<file path="src/rtl/qtx_pkg.sv">
package qtx_pkg;

    typedef logic signed [31:0] acc_t;

    // Nonzero Hilbert weights, indexed by pair number (tap distance 2*p from the oldest end).
    function automatic int hilbert_weight(input int p);
        case (p)
            0:       return 315;
            1:       return 440;
            2:       return 734;
            3:       return 2202;
            default: return 0;
        endcase
    endfunction

    // Divide by 2**sh, rounding toward zero.
    function automatic acc_t div_pow2_tz(input acc_t x, input int sh);
        acc_t bias;
        if (sh == 0) return x;
        bias = (32'sd1 <<< sh) - 32'sd1;
        if (x < 0) return (x + bias) >>> sh;
        return x >>> sh;
    endfunction

    typedef struct packed {
        logic [7:0] in_phase;
        logic [7:0] quad;
    } level_pair_t;

endpackage

</file>
<file path="src/rtl/qtx_delay_line.sv">
module qtx_delay_line #(
    parameter int DW   = 13,
    parameter int TAPS = 15
) (
    input  logic                 clk,
    input  logic                 rst,
    input  logic                 shift_en,
    input  logic signed [DW-1:0] din,
    output logic signed [DW-1:0] line_nxt [TAPS]
);
    logic signed [DW-1:0] line_q [TAPS];

    for (genvar t = 0; t < TAPS; t++) begin : g_tap
        if (t == TAPS - 1) begin : g_newest
            assign line_nxt[t] = shift_en ? din : line_q[t];
        end else begin : g_older
            assign line_nxt[t] = shift_en ? line_q[t+1] : line_q[t];
        end
    end

    always_ff @(posedge clk) begin
        for (int t = 0; t < TAPS; t++) begin
            if (rst) line_q[t] <= '0;
            else     line_q[t] <= line_nxt[t];
        end
    end
endmodule

</file>
<file path="src/rtl/qtx_hilbert.sv">
module qtx_hilbert
    import qtx_pkg::*;
#(
    parameter int DW   = 13,
    parameter int TAPS = 15
) (
    input  logic signed [DW-1:0] line [TAPS],
    output acc_t                 acc
);
    localparam int CENTER = (TAPS - 1) / 2;
    localparam int NPAIR  = (CENTER + 1) / 2;

    acc_t prod [NPAIR];

    for (genvar p = 0; p < NPAIR; p++) begin : g_pair
        localparam int LO = 2 * p;
        localparam int HI = TAPS - 1 - 2 * p;
        acc_t diff;
        assign diff    = acc_t'(line[LO]) - acc_t'(line[HI]);
        assign prod[p] = diff * acc_t'(hilbert_weight(p));
    end

    always_comb begin
        acc = '0;
        for (int p = 0; p < NPAIR; p++) acc = acc + prod[p];
    end
endmodule

</file>
<file path="src/rtl/qtx_level_map.sv">
module qtx_level_map
    import qtx_pkg::*;
#(
    parameter int PRE_SHIFT  = 0,
    parameter int OUT_SHIFT  = 3,
    parameter int DAC_PERIOD = 250,
    parameter int LVL_W      = 8
) (
    input  acc_t             val,
    output logic [LVL_W-1:0] level
);
    localparam acc_t BIAS = acc_t'(DAC_PERIOD / 2);
    localparam acc_t TOP  = acc_t'(DAC_PERIOD);

    acc_t scaled;
    acc_t biased;

    always_comb begin
        scaled = div_pow2_tz(div_pow2_tz(val, PRE_SHIFT), OUT_SHIFT);
        biased = scaled + BIAS;
        if (biased < 0)        level = '0;
        else if (biased > TOP) level = LVL_W'(TOP);
        else                   level = LVL_W'(biased);
    end
endmodule

</file>
<file path="src/rtl/qtx_quad_gen.sv">
module qtx_quad_gen
    import qtx_pkg::*;
#(
    parameter int SAMPLE_W   = 12,
    parameter int TAPS       = 15,
    parameter int HILB_SHIFT = 12,
    parameter int OUT_SHIFT  = 3,
    parameter int DAC_PERIOD = 250,
    parameter int LVL_W      = 8
) (
    input  logic                clk,
    input  logic                rst,
    input  logic                smp_valid,
    input  logic [SAMPLE_W-1:0] smp_data,
    output logic                lvl_strobe,
    output logic [LVL_W-1:0]    lvl_i,
    output logic [LVL_W-1:0]    lvl_q
);
    localparam int DW     = SAMPLE_W + 1;
    localparam int MID    = 1 << (SAMPLE_W - 1);
    localparam int CENTER = (TAPS - 1) / 2;
    localparam int BIAS   = DAC_PERIOD / 2;

    logic signed [DW-1:0] centred;
    logic signed [DW-1:0] line_nxt [TAPS];
    acc_t                 hilb_acc;
    level_pair_t          nxt;

    assign centred = $signed({1'b0, smp_data}) - $signed(DW'(MID));

    qtx_delay_line #(.DW(DW), .TAPS(TAPS)) u_line (
        .clk      (clk),
        .rst      (rst),
        .shift_en (smp_valid),
        .din      (centred),
        .line_nxt (line_nxt)
    );

    qtx_hilbert #(.DW(DW), .TAPS(TAPS)) u_hilb (
        .line (line_nxt),
        .acc  (hilb_acc)
    );

    qtx_level_map #(.PRE_SHIFT(0), .OUT_SHIFT(OUT_SHIFT),
                    .DAC_PERIOD(DAC_PERIOD), .LVL_W(LVL_W)) u_map_i (
        .val   (acc_t'(line_nxt[CENTER])),
        .level (nxt.in_phase)
    );

    qtx_level_map #(.PRE_SHIFT(HILB_SHIFT), .OUT_SHIFT(OUT_SHIFT),
                    .DAC_PERIOD(DAC_PERIOD), .LVL_W(LVL_W)) u_map_q (
        .val   (hilb_acc),
        .level (nxt.quad)
    );

    always_ff @(posedge clk) begin
        if (rst) begin
            lvl_strobe <= 1'b0;
            lvl_i      <= LVL_W'(BIAS);
            lvl_q      <= LVL_W'(BIAS);
        end else begin
            lvl_strobe <= smp_valid;
            if (smp_valid) begin
                lvl_i <= nxt.in_phase;
                lvl_q <= nxt.quad;
            end
        end
    end
endmodule

</file>
<file path="config.mk">
export PLATFORM = sky130hd
export DESIGN_NAME = qtx_quad_gen
export DESIGN_NICKNAME = d
export VERILOG_FILES = /design/src/rtl/qtx_pkg.sv /design/src/rtl/qtx_delay_line.sv /design/src/rtl/qtx_hilbert.sv /design/src/rtl/qtx_level_map.sv /design/src/rtl/qtx_quad_gen.sv
export SDC_FILE = /design/constraint.sdc
export NUM_CORES = 1
export LEC_CHECK = 0
export BUFFER_PORTS_ARGS = -buffer_cell sky130_fd_sc_hd__buf_2
export CORE_MARGIN = 5
export CORE_UTILIZATION = 60
export DETAILED_ROUTE_END_ITERATION = 10
export PLACE_DENSITY_LB_ADDON = 0.15
export RECOVER_POWER = 100
export SYNTH_ARGS = -nofsm -noshare
export SYNTH_HDL_FRONTEND = slang
export SYNTH_SLANG_ARGS = --single-unit
export TNS_END_PERCENT = 50
</file>
<file path="constraint.sdc">
create_clock -name clk -period 20.9 [get_ports clk]
set_clock_uncertainty 0.15 [all_clocks]
set_input_delay 4.18 -clock clk [delete_from_list [all_inputs] [get_ports clk]]
set_output_delay 4.18 -clock clk [all_outputs]
set_load 0.005 [all_outputs]
</file>
After elaboration in Yosys (flattened, before gate mapping)
Memories as Yosys holds them, arrays and structs flattened.
Index checks and enable logic that the tools add are counted.
- register bits: 17
- RAM bits: 195
- input bits: 15
- output and inout bits: 17
- logic and storage cells: 89
- memories: 1
- $add $sub $neg: 13
- multipliers: 4
- $lt $le $gt $ge: 7
- multiplexer cells: 46
- bitwise operators: 15
- memory list (name ; words ; bits a word ; rd ports ; clocked after Yosys merged registers in ; wr ports ; RTL line ; RTL):
    u_line.line_q ; 15 ; 13 ; 15 ; 0 ; 15 ; qtx_delay_line.sv:11 ; logic signed [DW-1:0] line_q [TAPS];
- operators with widths (cell ; count):
    2-to-1 mux 13 bit ; 30
    2-to-1 mux 32 bit ; 6
    < comparator 32 x 1 -> 1 bit (second input constant) ; 4
    adder 32 bit ; 3
    adder 32 x 8 -> 32 bit (second input constant) ; 2
    greater-than comparator 32 x 9 -> 1 bit (second input constant) ; 2
    subtractor 13 x 13 -> 14 bit ; 4
    adder 32 x 13 -> 32 bit (second input constant) ; 1
    adder 32 x 4 -> 32 bit (second input constant) ; 1
    multiplier 32 x 10 -> 31 bit (second input constant) ; 1
    multiplier 32 x 10 -> 32 bit (second input constant) ; 1
    multiplier 32 x 12 -> 31 bit (second input constant) ; 1
    multiplier 32 x 7 -> 29 bit (second input constant) ; 1
    2-to-1 mux 8 bit ; 4
    OR 1 bit ; 15
    adder 13 x 4 -> 14 bit (second input constant) ; 1
    < comparator 13 x 1 -> 1 bit (second input constant) ; 1
    subtractor 12 x 12 -> 13 bit (second input constant) ; 1
    2-to-1 mux 1 bit ; 6

Logic depth before layout (Yosys ltp)
Gate-level depths: netlist of run 1.
- word-level depth: 17
- mapped depth: 70
- gate-level depth less buffers: 65

Cells and area by module
A second synthesis of run 1 with hierarchy kept.
- cells, all modules: 2956
- area total of the unflattened synthesis: 27988.1 um^2
- by module, submodules not included (module ; instances ; cells each ; area an instance (um^2) ; sequential area each (um^2)):
    qtx_hilbert ; 1 ; 1830 ; 16145.5 ; 0.0
    qtx_delay_line ; 1 ; 628 ; 8161.6 ; 3903.7
    qtx_level_map at u_map_i ; 1 ; 240 ; 1674.1 ; 0.0
    qtx_level_map at u_map_q ; 1 ; 202 ; 1375.1 ; 0.0
    qtx_quad_gen ; 1 ; 56 ; 631.9 ; 340.3

Least setup slack after synthesis of run 1
Ideal clock, no wire load.
- path type: input -> register
- start point: input smp_valid
- end point: register lvl_q[0]
- library setup time: 0.122 ns
- data arrival time: 19.127 ns
- required time: 20.628 ns
- slack: 1.501 ns
- cell stages on the path: 66
- path buffers: 5
- cell sequence: buf_1 clkbuf_1 clkbuf_1 clkbuf_1 mux2i_1 inv_1 ha_1 nor2b_1 o31a_1 o21ai_0 nand2b_1 xor2_1 inv_1 fa_1 inv_1 ha_1 ha_1 inv_1 [... 30 more ...] a21o_1 a31oi_2 o21ai_1 xnor2_1 xnor2_2 xor2_1 buf_2 nand4_1 and2_1 xnor2_1 ha_1 nand3b_1 and3b_4 nor4_4 a311oi_1 nor3_4 nor3_2 a221o_1
- RTL lines (item ; RTL line ; RTL):
    start, declared ; qtx_quad_gen.sv:13 ; input logic smp_valid,
    end signal, assigned ; qtx_quad_gen.sv:60 ; lvl_q <= LVL_W'(BIAS);
    end signal, assigned ; qtx_quad_gen.sv:65 ; lvl_q <= nxt.quad;
    end, declared ; qtx_quad_gen.sv:17 ; output logic [LVL_W-1:0] lvl_q

==> results of run 1 <==
-- stage by stage --
stage                     hold WS (ns)  cells  area (um^2)  setup slack, ns
after floorplan                  0.304   2835        26200             1.50
after global placement           0.299   3399        26900             1.38
after detailed placement         0.303   3399        26900            0.981
after CTS                        0.311   3438        27700             1.44
after global routing             0.354   3438        27700            0.124
final                            0.313   3438        27700             1.17
-- worst paths after layout --
kind / to / depth (start not counted) / slack (ns)
hold / removal: lvl_i[1] / 2 / 0.31
hold reg to reg: lvl_i[1] / 2 / 0.31
setup reg to reg: lvl_q[4] / 60 / 5.25
setup / recovery: lvl_q[4] / 61 / 1.17
-- registers in the layout, indices dropped and copies added, names as in the netlist --
| register | count |
|---|---|
| lvl_q | 8 |
| u_line.line_q | 195 |
| lvl_i | 8 |
| lvl_strobe | 1 |
-- cell families (layout without fill, tap and decap cells) --
family	Yosys count	after routing	synth area share, %
AND/OR/NAND/NOR	622	622	12.2
adder cells (fa/ha/maj)	612	612	37.0
buffers and inverters	541	559	7.89
AO/OA/AOI/OAI	444	444	11.8
flip-flops	212	212	16.2
multiplexers	203	203	8.03
XOR/XNOR	201	201	6.92
-- per-layer routing --
metal | global-route usage [%] | share of wire [%] | vias up
met5 | 0 | 0 | -
met4 | 5.02 | 2.0 | 0
met3 | 2.68 | 4.9 | 66
met2 | 40.5 | 46 | 413
met1 | 37.8 | 48 | 9494
li1 | - | - | 9438
-- worst min-delay path: stages, from the launching register on --
cell and delay (ns):
dfxtp_1 0.31, nand2_1 0.06, a21oi_1 0.05
-- area by class of cell --
type / instances / area share [%]
Clock buffer: 31 / 2.33
Clock inverter: 8 / 0.403
Inverter: 475 / 6.46
Multi-Input combinational cell: 2082 / 71.9
Sequential cell: 212 / 15.3
Tap cell: 585 / 2.65
Timing Repair Buffer: 45 / 0.923
-- placed cells by master, fill, tap and decap left out, drive strengths merged, types with 25 or more instances in the layout --
master	n
mux2i	149
fa	270
buf	33
nand2b	29
xor2	66
nand4	25
a21oi	152
clkbuf	43
xnor2	134
ha	341
nor3	38
nor2	260
inv	475
o21bai	36
o21ai	73
dfxtp	212
mux2	54
a21o	41
nand2	83
nor2b	69
==> summary.txt, run 1 <==
Synthesis
  • Post-Syn Area per Cell: roughly 9.2 um^2
  • Post-synth ARST share: 0%
  • Synth top area cells: fa_1, ha_1, dfxtp_1
  • Seq cells post-synth: 212
  • Post-synth EDFFs: 0
  • Sequential area share after synthesis: around 16%
  • Syn_nets: 3461
  • Mapped Area: 26200 um^2
  • Top post-synthesis cells by count: inv_1, ha_1, fa_1, nor2_1, dfxtp_1
  • Main synth FF type: dfxtp_1
  • Synthesis Warnings: 0
  • Yosys cell types: 126
  • Post-Syn Instances: roughly 2800
  • Top-count cell post-synth: inv_1
  • Synth area leader: fa_1
  • Post-synth top area share: between 20% and 30%

STA
  • Final max-slew violation count: approximately 140
  • RSZ-0062 raised after global routing: no
  • Fin crit period: 19.73 ns
  • Final setup viols: 0
  • Worst-Margin Slew: 5.96 ns
  • Slew margin rel.: -297%
  • Setup TNS: 0 ns
  • Final hold viol count: 0
  • Fmax: between 50 and 60 MHz
  • Final period utilization: 94.4%

Routing
  • Total Wirelength: between 60000 and 70000 um
  • Vias: approximately 19000
  • Detail Route Antenna Nets: 0
  • # DRC: 0
  • Pre-Repair DR Iteration Count: 5
  • DR WL/cell: about 18 um
  • Initial drt markers: around 1300
  • Via density: 5.65

Hold path
  • Hold_sp: lvl_i[1]
  • Worst min path class: reg2reg

Global routing
  • Global-route wire length before repair: just under 100000 um
  • Pin count of the biggest net entering global routing: approximately 140
  • Vias in the first global route: 19100
  • Global route total overflow: 0
  • Gr usage total: 25.4%
  • Initial antenna violation count: 0

Outcome
  • Status: complete, but fails checks
  • Failing checks: capacitance limit, slew limit

Worst setup path
  • Critical path's slowest cell: xor2_1
  • CP startpoint kind: input pin
  • Crit. End Element: register
  • Critical Path Start: smp_valid
  • Most frequent cell on the critical path: fa_1
  • CP max stage delay: ~0.59 ns
  • Crit-path leading delay family: adder cells
  • Critical path buffers and inverters: 8
  • Worst EP arrival: 19.98 ns
  • RR Startpoint: u_line.line_q[1][39]
  • Worst-path fanout max: 96
  • Setup CP Type: in2reg
  • Critical Path RT: between 20 and 25 ns

Die
  • Die Span Y: 219 um
  • Core Rows: 76
  • I/O pins: 32
  • Die W: between 200 and 250 um
  • Initial Util: just over 60%
  • Core Area: around 43000 um^2
  • Die ar.: approximately 48000 um^2

Finish
  • Core Util, Final: between 60% and 70%
  • Diode count: 0
  • Area of the multi-input gates: a little under 20000 um^2
  • Share of cells above drive strength 1: 7.26%
  • Register area: roughly 4200 um^2
  • Final nets: ~3500
  • Layout area overhead: 5.61%
  • Fillers: approximately 3700

Job
  • Max cap viols: 1

Clocking
  • Clk Tree Root Cell: clkbuf_16
  • CTS tree: built
  • Deepest clock path buffer count: 3
  • Num CTS Buffers: 23
  • Clock sink count: between 200 and 250
  • Post-CTS setup buffers: 0
  • Clock Pin Slew Worst Setup and Hold Paths: around 0.06 ns
  • Clk_lat worst skew: between 0.5 and 0.6 ns
  • Cts hold-fix bufs: 0
  • Post_cts resized: 0
  • H-tree levels: 1

Placed design
  • Port Buffers: 31
  • DP Wirelength: about 52000 um
  • Placer congestion estimate: 0.918
Power of run 1 is left out: the tool's default activity adds up to more than one toggle a clock period on the data nets, which glitch-free logic cannot reach.
==> inputs of run 2 (changes only) <==
ABC_AREA = 1   (was default)
==> run 2 against run 1 <==
The run still ends with capacitance limit, slew limit left. Via count increased by 13%. Sequential cell count is the same. Synthesized area grew 2.4%. Sequential share of layout area fell by 0.28 points. Largest cell class unchanged.
==> summary.txt, run 2 <==
Placed design
  • Port Buffers: 31 (unchanged)
  • Number of instances in the placed design: 4079 (+20%)
  • DP Wirelength: 56900 um (+10%)
  • Placer congestion estimate: 0.929 (+1.3%)

Finish
  • Layout area overhead: 5.12%
  • Largest regs: u_line.line_q (195), lvl_i (8), lvl_q (8)
  • Commonest non-fill, non-tap cell in the layout: inv_1
  • Fillers: 3930 (+6.2%)
  • Non-filler cells in the finished layout: 4116 (+20%)
  • Diode count: 0 (unchanged)
  • Most flop-heavy register: u_line.line_q
  • Final nets: 4136 (+19%)
  • Most frequent cells in the layout: inv_1, nand2_1, nor2_1, ha_1, fa_1
  • Share of cells above drive strength 1: 4.46% (-2.8 points)
  • Max reg flops: 195 (unchanged)

Clocking
  • Clk Tree Root Cell: clkbuf_16
  • Clock Pin Slew Worst Setup and Hold Paths: 0.06 ns (about the same)
  • Deepest clock path buffer count: 3 (unchanged)
  • Num CTS Buffers: 21 (-8.7%)
  • Clock sink count: 212 (unchanged)
  • Post-CTS setup buffers: 0 (unchanged)
  • H-tree levels: 1 (unchanged)
  • CTS tree: built
  • Post_cts resized: 0 (unchanged)
  • Cts hold-fix bufs: 0 (unchanged)
  • Clk_lat worst skew: 0.49 ns (-0.04 ns)

Synthesis
  • Yosys cell types: 60 (-52%)
  • Post-synth top area share: 20.2% (-0.48 points)
  • Sequential area share after synthesis: 15.8% (-0.37 points)
  • Top post-synthesis cells by count: inv_1, nand2_1, nor2_1, ha_1, fa_1
  • Main synth FF type: dfxtp_1
  • Post-synth ARST share: 0% (unchanged)
  • Post-Syn Area per Cell: 7.61 um^2 (-18%)
  • Synth area leader: fa_1
  • Top-count cell post-synth: inv_1
  • Mapped Area: 26800 um^2 (+2.4%)
  • Synth top area cells: fa_1, ha_1, dfxtp_1
  • Syn_nets: 4149 (+20%)
  • Post-synth EDFFs: 0 (unchanged)
  • Synthesis Warnings: 0 (unchanged)
  • Seq cells post-synth: 212 (unchanged)
  • Post-Syn Instances: 3523 (+24%)

Worst setup path
  • R2R Path End: lvl_q[6]
  • Crit. End Element: register
  • Crit-path leading delay family: adder cells
  • Most frequent cell on the critical path: nand2_1
  • Critical Path RT: 21.13 ns (-0.02 ns)
  • Critical path buffers and inverters: 15 (+7)
  • Flop2flop setup slack: 5.44 ns (+0.19 ns)
  • CP max stage delay: 0.64 ns (+0.05 ns)
  • Worst-path fanout max: 99 (+3.1%)
  • Worst EP arrival: 19.87 ns (-0.11 ns)
  • RR Startpoint: u_line.line_q[1][40]
  • CP startpoint kind: input pin
  • Setup CP Type: in2reg
  • Critical path's slowest cell: nor2_1
  • R2r worst-path depth: 78 (+30%)

STA
  • RSZ-0062 raised after global routing: no
  • Worst-case hold slack: 0.320 ns (+0.00777 ns)
  • Final hold viol count: 0 (unchanged)
  • Final setup viols: 0 (unchanged)
  • Fmax: 50.9 MHz (+0.49%)
  • Slew margin rel.: -180% (+120 points)
  • Fin crit period: 19.64 ns (-0.0953 ns)
  • Final max-slew violation count: 278 (+96%)
  • Worst-Margin Slew: 4.21 ns (-1.75 ns)
  • Setup TNS: 0 ns (unchanged)
  • Final period utilization: 94.0% (-0.46 points)

Global routing
  • Pin count of the biggest net entering global routing: 100 (-30%)
  • Initial antenna violation count: 0 (unchanged)
  • Global route total overflow: 0 (unchanged)
  • Global-route wire length before repair: 110000 um (+11%)
  • Gr usage total: 26.9% (+1.5 points)
  • Vias in the first global route: 21900 (+14%)

Routing
  • # DRC: 0 (unchanged)
  • DR WL/cell: 16.5 um (-7.7%)
  • Total Wirelength: 67900 um (+10%)
  • Via density: 5.34 (-5.4%)
  • Initial drt markers: 1316 (+3.9%)
  • Pre-Repair DR Iteration Count: 6 (+1)
  • Detail Route Antenna Nets: 0 (unchanged)
  • Vias: 22000 (+13%)

Outcome
  • Failing checks: capacitance limit, slew limit
  • Status: complete, but fails checks

Hold path
  • Worst min path class: reg2reg
  • WHS Path Cells: 2 (unchanged)
  • Worst Hold Path EP: lvl_q[1]
  • Hold_sp: lvl_q[1]

Die
  • Die ar.: 49000 um^2 (+2.3%)
  • Die W: 221 um (+1.1%)
  • Core Rows: 77 (+1.3%)
  • Initial Util: 60.6% (about the same)
  • I/O pins: 32 (unchanged)
  • Core Area: 44200 um^2 (+2.4%)
  • Die Span Y: 221 um (+1.1%)

Job
  • Max cap viols: 4 (+3)
run 2: cell types whose count changed after synthesis, sizes merged, moves of 29 or more:
cell,change
xor2,+54
a21oi,+57
mux2i,-90
xnor2,-78
o21ai,+81
mux2,-54
nor2b,-69
nand2b,-29
inv,+199
nand3,+101
nand2,+568
nor2,+135
run 2: tightest hold or removal path, cell delays in order (launching register included):
cell and delay (ns):
dfxtp_1 0.31, nand2_1 0.06, a21oi_1 0.05
run 2: kinds of logic after synthesis:
family / count (synthesis) / synth area share, %
compound gates: 442 / 9.08
xor+xnor: 176 / 5.75
fa+ha+maj: 611 / 36.1
buf+inv: 752 / 10.6
flops: 212 / 15.8
mux: 59 / 2.20
simple gates: 1271 / 20.5
run 2: worst max path at each step:
stage                         start       end  slack (ns)  cells past startpoint
after floorplan           smp_valid  lvl_q[3]        2.47                     85
after global placement    smp_valid  lvl_q[3]        1.28                     80
final                     smp_valid  lvl_q[6]        1.26                     79
after global routing      smp_valid  lvl_q[6]        0.02                     80
after CTS                 smp_valid  lvl_q[6]        1.35                     80
after detailed placement  smp_valid  lvl_q[6]        0.89                     80
run 2: cell type report:
type	instances	area, um^2	share of cell area (%)
multi-input combinational	2559	19700	70.0
inverter	677	2540	9.02
tap	592	741	2.63
clock inverter	7	113	0.400
clock buffer	30	609	2.16
timing repair buffer	39	219	0.777
sequential	212	4240	15.1
run 2: per-stage QoR:
step                      utilization [%]  area, um^2  setup WS [ns]
final                                63.7       28200           1.26
after global routing                 63.7       28200         0.0152
after CTS                            63.8       28200           1.35
after detailed placement             62.2       27500          0.886
after global placement               62.2       27500           1.28
after floorplan                         -       26800           2.47
run 2: routing by layer:
layer / global-route usage [%] / part of all wire (%) / vias to the layer above
met5: 0 / 0 / -
met4: 9.56 / 4.4 / 0
met3: 2.23 / 3.6 / 137
met2: 47.5 / 49 / 460
met1: 34.6 / 43 / 10300
li1: - / - / 11000
Power of run 2 is left out for the same reason.
